$ cat src/rtl/amReqTimerPkg.sv
package amReqTimerPkg;

  // Commands from control to the period counter; at most one is active per cycle.
  typedef struct packed {
    logic clear;    // return to idle position
    logic load;     // first valid cycle of a run: position zero
    logic advance;  // step to next position within the period
    logic wrap;     // last position reached: start the next period
  } cntCmd_t;

  function automatic int maxOf3(input int a, input int b, input int c);
    int m;
    m = (a > b) ? a : b;
    return (m > c) ? m : c;
  endfunction

endpackage

$ cat src/rtl/amReqCtrl.sv
module amReqCtrl
  import amReqTimerPkg::*;
(
  input  logic    clk,
  input  logic    rst,
  input  logic    pllLocked,
  input  logic    pcsReady,
  input  logic    txValid,
  input  logic    periodEnd,
  output cntCmd_t cmd,
  output logic    running
);

  logic readyPrev;
  logic lockPrev;
  logic armed;
  logic readyEdge;
  logic goClear;
  logic mayStart;

  // A ready transition counts only if lock held on both sides of it.
  assign readyEdge = pllLocked & lockPrev & (pcsReady ^ readyPrev);
  assign goClear   = rst | ~pllLocked;
  assign mayStart  = armed | readyEdge;

  always_ff @(posedge clk) begin
    if (rst) begin
      readyPrev <= 1'b0;
      lockPrev  <= 1'b0;
    end else begin
      readyPrev <= pcsReady;
      lockPrev  <= pllLocked;
    end
  end

  always_ff @(posedge clk) begin
    if (goClear) begin
      armed   <= 1'b0;
      running <= 1'b0;
    end else begin
      if (readyEdge) armed <= 1'b1;
      if (txValid && !running && mayStart) running <= 1'b1;
    end
  end

  always_comb begin
    cmd         = '0;
    cmd.clear   = goClear;
    cmd.load    = !goClear && txValid && !running && mayStart;
    cmd.advance = !goClear && txValid && running && !periodEnd;
    cmd.wrap    = !goClear && txValid && running && periodEnd;
  end

endmodule

$ cat src/rtl/amReqCount.sv
module amReqCount
  import amReqTimerPkg::*;
#(
  parameter int HW_PERIOD     = 81920,
  parameter int SIM_PERIOD    = 2552,
  parameter int SIM_PERIOD_TS = 5112,
  parameter int TS_BUILD      = 0,
  parameter int HIGH_CYCLES   = 4
) (
  input  logic    clk,
  input  cntCmd_t cmd,
  input  logic    simMode,
  output logic    periodEnd,
  output logic    inHigh
);

  localparam int MAX_LEN = maxOf3(HW_PERIOD, SIM_PERIOD, SIM_PERIOD_TS);
  localparam int CNT_W   = $clog2(MAX_LEN);
  localparam logic [CNT_W-1:0] HW_LAST  = CNT_W'(HW_PERIOD - 1);
  localparam logic [CNT_W-1:0] HIGH_LIM = CNT_W'(HIGH_CYCLES);

  logic [CNT_W-1:0] pos;
  logic [CNT_W-1:0] simLast;
  logic [CNT_W-1:0] activeLast;

  // The timestamp build fixes which shortened period applies.
  generate
    if (TS_BUILD != 0) begin : g_simTs
      assign simLast = CNT_W'(SIM_PERIOD_TS - 1);
    end else begin : g_simStd
      assign simLast = CNT_W'(SIM_PERIOD - 1);
    end
  endgenerate

  assign activeLast = simMode ? simLast : HW_LAST;
  // ">=" keeps a switch to a shorter period from overrunning.
  assign periodEnd  = (pos >= activeLast);
  assign inHigh     = (pos < HIGH_LIM);

  always_ff @(posedge clk) begin
    if (cmd.clear || cmd.load || cmd.wrap) pos <= '0;
    else if (cmd.advance)                  pos <= pos + 1'b1;
  end

endmodule

$ cat src/rtl/amReqTimer.sv
module amReqTimer
  import amReqTimerPkg::*;
#(
  parameter int HW_PERIOD     = 81920,
  parameter int SIM_PERIOD    = 2552,
  parameter int SIM_PERIOD_TS = 5112,
  parameter int TS_BUILD      = 0,
  parameter int HIGH_CYCLES   = 4,
  parameter int FEC_ENABLE    = 1
) (
  input  logic clk,
  input  logic rst,
  input  logic pllLocked,
  input  logic pcsReady,
  input  logic txValid,
  input  logic simMode,
  output logic amReq
);

  cntCmd_t cmd;
  logic    running;
  logic    periodEnd;
  logic    inHigh;

  amReqCtrl u_ctrl (
    .clk       (clk),
    .rst       (rst),
    .pllLocked (pllLocked),
    .pcsReady  (pcsReady),
    .txValid   (txValid),
    .periodEnd (periodEnd),
    .cmd       (cmd),
    .running   (running)
  );

  amReqCount #(
    .HW_PERIOD     (HW_PERIOD),
    .SIM_PERIOD    (SIM_PERIOD),
    .SIM_PERIOD_TS (SIM_PERIOD_TS),
    .TS_BUILD      (TS_BUILD),
    .HIGH_CYCLES   (HIGH_CYCLES)
  ) u_count (
    .clk       (clk),
    .cmd       (cmd),
    .simMode   (simMode),
    .periodEnd (periodEnd),
    .inHigh    (inHigh)
  );

  generate
    if (FEC_ENABLE != 0) begin : g_fec
      assign amReq = running & inHigh;
    end else begin : g_noFec
      assign amReq = 1'b0;
    end
  endgenerate

endmodule

$ cat config.mk
export PLATFORM = sky130hd
export DESIGN_NAME = amReqTimer
export DESIGN_NICKNAME = d
export VERILOG_FILES = /design/src/rtl/amReqTimerPkg.sv /design/src/rtl/amReqCtrl.sv /design/src/rtl/amReqCount.sv /design/src/rtl/amReqTimer.sv
export SDC_FILE = /design/constraint.sdc
export NUM_CORES = 1
export LEC_CHECK = 0
export BUFFER_PORTS_ARGS = -buffer_cell sky130_fd_sc_hd__buf_2
export CORE_ASPECT_RATIO = 2
export CORE_MARGIN = 2
export CORE_UTILIZATION = 45
export CTS_CLUSTER_DIAMETER = 200
export CTS_CLUSTER_SIZE = 14
export DETAILED_ROUTE_END_ITERATION = 8
export PLACE_DENSITY = 0.58
export SLEW_MARGIN = 20
export SYNTH_ARGS = -nofsm -noshare
export SYNTH_HDL_FRONTEND = slang
export SYNTH_SLANG_ARGS = --single-unit
$ cat constraint.sdc
create_clock -name clk -period 2.9 [get_ports clk]
set_clock_uncertainty 0.15 [all_clocks]
set_input_delay 0.145 -clock clk [delete_from_list [all_inputs] [get_ports clk]]
set_output_delay 0.145 -clock clk [all_outputs]
set_load 0.005 [all_outputs]
==> results.toml <==
[cells_and_area]
final_cells = 187
antennaDiodeCount = 0
mostFrequentLayoutCells = "dfxtp_1 (21), or4_1 (17), o31ai_1 (16)"
finish.utilization = 0.499
final_common_cell = "dfxtp_1"
fin_nets = 171
drive_gt1_frac = 0.140
syn_to_final_growth_pct = 7.91
postLayoutCellArea_mm2 = 0.00145

[cts]
ctsResizeCount = 0
cts.sinks = 21
htree_levels = 1
cts.reportedPaths.clkPinSlew_ps = 80
clock_latency_ps = 260
numCtsBuffers = 3
cts_buffer_depth = 2
cts_tree = "yes"
root_buffer = "clkbuf_8"

[power]
clockPowerShare = 0.384
power_density_mw_per_mm2 = 352
p_switching_w = 0.000113
combPwrFrac = 0.047
seq_power_share = 0.569
swShare = 0.221
p_int_w = 0.000398
ir_worst_vdd_v = 0.000336
leakage_nw = 0.447

[route]
viasPerCell = 6.60
drc = 0
avgRoutedWirePerCell_um = 17.3
drt_iter0_markers = 30
drt-total-wl_mm = 3.23
dr.pass1.iters = 4
vias = 1235
antenna_left = 0

[worst_hold_path]
holdCritPathClass = "primary input to flop"

[timing]
fin_tns_setup_ps = 0
setup_viol = 0
rsz0062_at_grt = "no"
fin_crit_sh = 0.928
hold_ws_ps = 63.0
maxSlewViolCount = 0
hold_violations = 0
fin_crit_ps = 2690
worst_pin_slew_ps = 929
max_freq_mhz = 372
max_slew_margin = 0.381

[floorplanning]
dieArea_mm2 = 0.00347
die_x_um = 42.7
core_mm2 = 0.00291
die_h_um = 81.3
start_util = 0.463
ios = 7
row_count = 28

[place]
place_inst = 181
globalplace.congestion = 0.864
place_hpwl_mm = 2.36
placed_area_mm2 = 0.00139
portBuffers = 6

[yosys]
yosysWarnings = 0
async_flop_share = 0
syn_nets = 165
ys_types = 37
netlist_instances = 152
yosys_register_bits = 21
synthesis.area_mm2 = 0.00135
syn_area_per_cell_um2 = 8.85
seq_area_frac_synth = 0.313
synth_flop_cell = "dfxtp_1"
synth_edf_count = 0

[critical_path]
crit_chain = "ha_1 -> nand4bb_1 -> nor3_1 -> a221o_1 -> or4_1 -> a211oi_1"
cp-start-kind = "flop"
cp_data_arrival_time_ps = 2720
cp_slowest_stage_delay_ps = 680
worstSetupPathType = "flop to flop"
crit_family = "compound AO/OA/AOI/OAI gates"
end_kind = "flop"
slowest_stage = "a221o_1"
cp_num_buf_inv = 0
required_ps = 2930
worstPathMaxFanout = 31
regToRegSetupSlack_ps = 210

[global_routing]
grt_pass1_vias = 1192
grt_pass1_wl_mm = 5.44
grt_max_degree = 32
overflow = 0
antenna_found_initial = 0
grt.total_usage = 0.208

[run]
cap_violations = 0

[run_status]
status = "finished, final reports clean"
synth_stat cells, types with 4 or more instances:
library cell / n / share of area
nor4_1: 4 / 0.019
buf_2: 4 / 0.015
a211oi_1: 11 / 0.061
a211oi_2: 5 / 0.047
nand4_1: 8 / 0.037
or4_1: 17 / 0.095
o31ai_1: 16 / 0.089
dfxtp_1: 21 / 0.31
nor3_1: 4 / 0.015
ha_1: 7 / 0.065
nand2_1: 8 / 0.022
nand3_1: 9 / 0.033
kinds of logic after synthesis:
| family | share of synthesized area |
|---|---|
| buf+inv | 0.0707 |
| flops | 0.313 |
| simple gates | 0.291 |
| compound gates | 0.247 |
| xor+xnor | 0.0130 |
| fa+ha+maj | 0.0651 |
flip-flops by register name, summed over array words and instances, names as in the netlist:
name              flops
u_ctrl.readyPrev      1
u_count.pos          17
u_ctrl.armed          1
u_ctrl.lockPrev       1
u_ctrl.running        1
timing repair:
action                                 in CTS  in global routing
setup buffers                               0                  0
hold buffers                                2                  0
endpoints found under the hold margin       2                  0
power groups by stage:
| stage | combinational [W] | clock [W] | sequential (W) |
|---|---|---|---|
| 2_1_floorplan | 0.0000127 | 0 | 0.000298 |
| 3_3_place_gp | 0.0000214 | 0 | 0.000298 |
| 3_5_place_dp | 0.0000220 | 0 | 0.000298 |
| 4_1_cts | 0.0000240 | 0.000202 | 0.000291 |
| 5_1_grt | 0.0000269 | 0.000210 | 0.000292 |
| 6_report | 0.0000240 | 0.000196 | 0.000291 |
metal layers:
| metal | track usage | vias up | part of all wire |
|---|---|---|---|
| met5 | 0 | - | 0 |
| met4 | 0.163 | 0 | 0.045 |
| met3 | 0.0200 | 10 | 0.019 |
| met2 | 0.358 | 22 | 0.52 |
| met1 | 0.224 | 579 | 0.42 |
| li1 | - | 624 | - |
path summary, 6_finish.rpt:
path / from / cells past startpoint / end
setup / recovery: u_count.pos[13] / 6 / u_count.pos[13]
hold reg to reg: u_ctrl.armed / 2 / u_ctrl.armed
setup reg to reg: u_count.pos[13] / 6 / u_count.pos[13]
hold / removal: pllLocked / 2 / u_ctrl.lockPrev
layout make-up:
class                      count  area [µm²]
clock buffer                   4        45.0
fill                         288        1460
inverter                       3        11.3
multi-input combinational    115         830
sequential                    21         420
tap                           30        37.5
timing repair buffer          14         108
stage by stage:
step                      total power (W)  worst slack, ps
after floorplan                  0.000310              641
after global placement           0.000319              294
after detailed placement         0.000320              246
after CTS                        0.000517              230
after global routing             0.000528             58.6
final                            0.000511              209
Note: power is estimated with default switching activity, not from simulation.
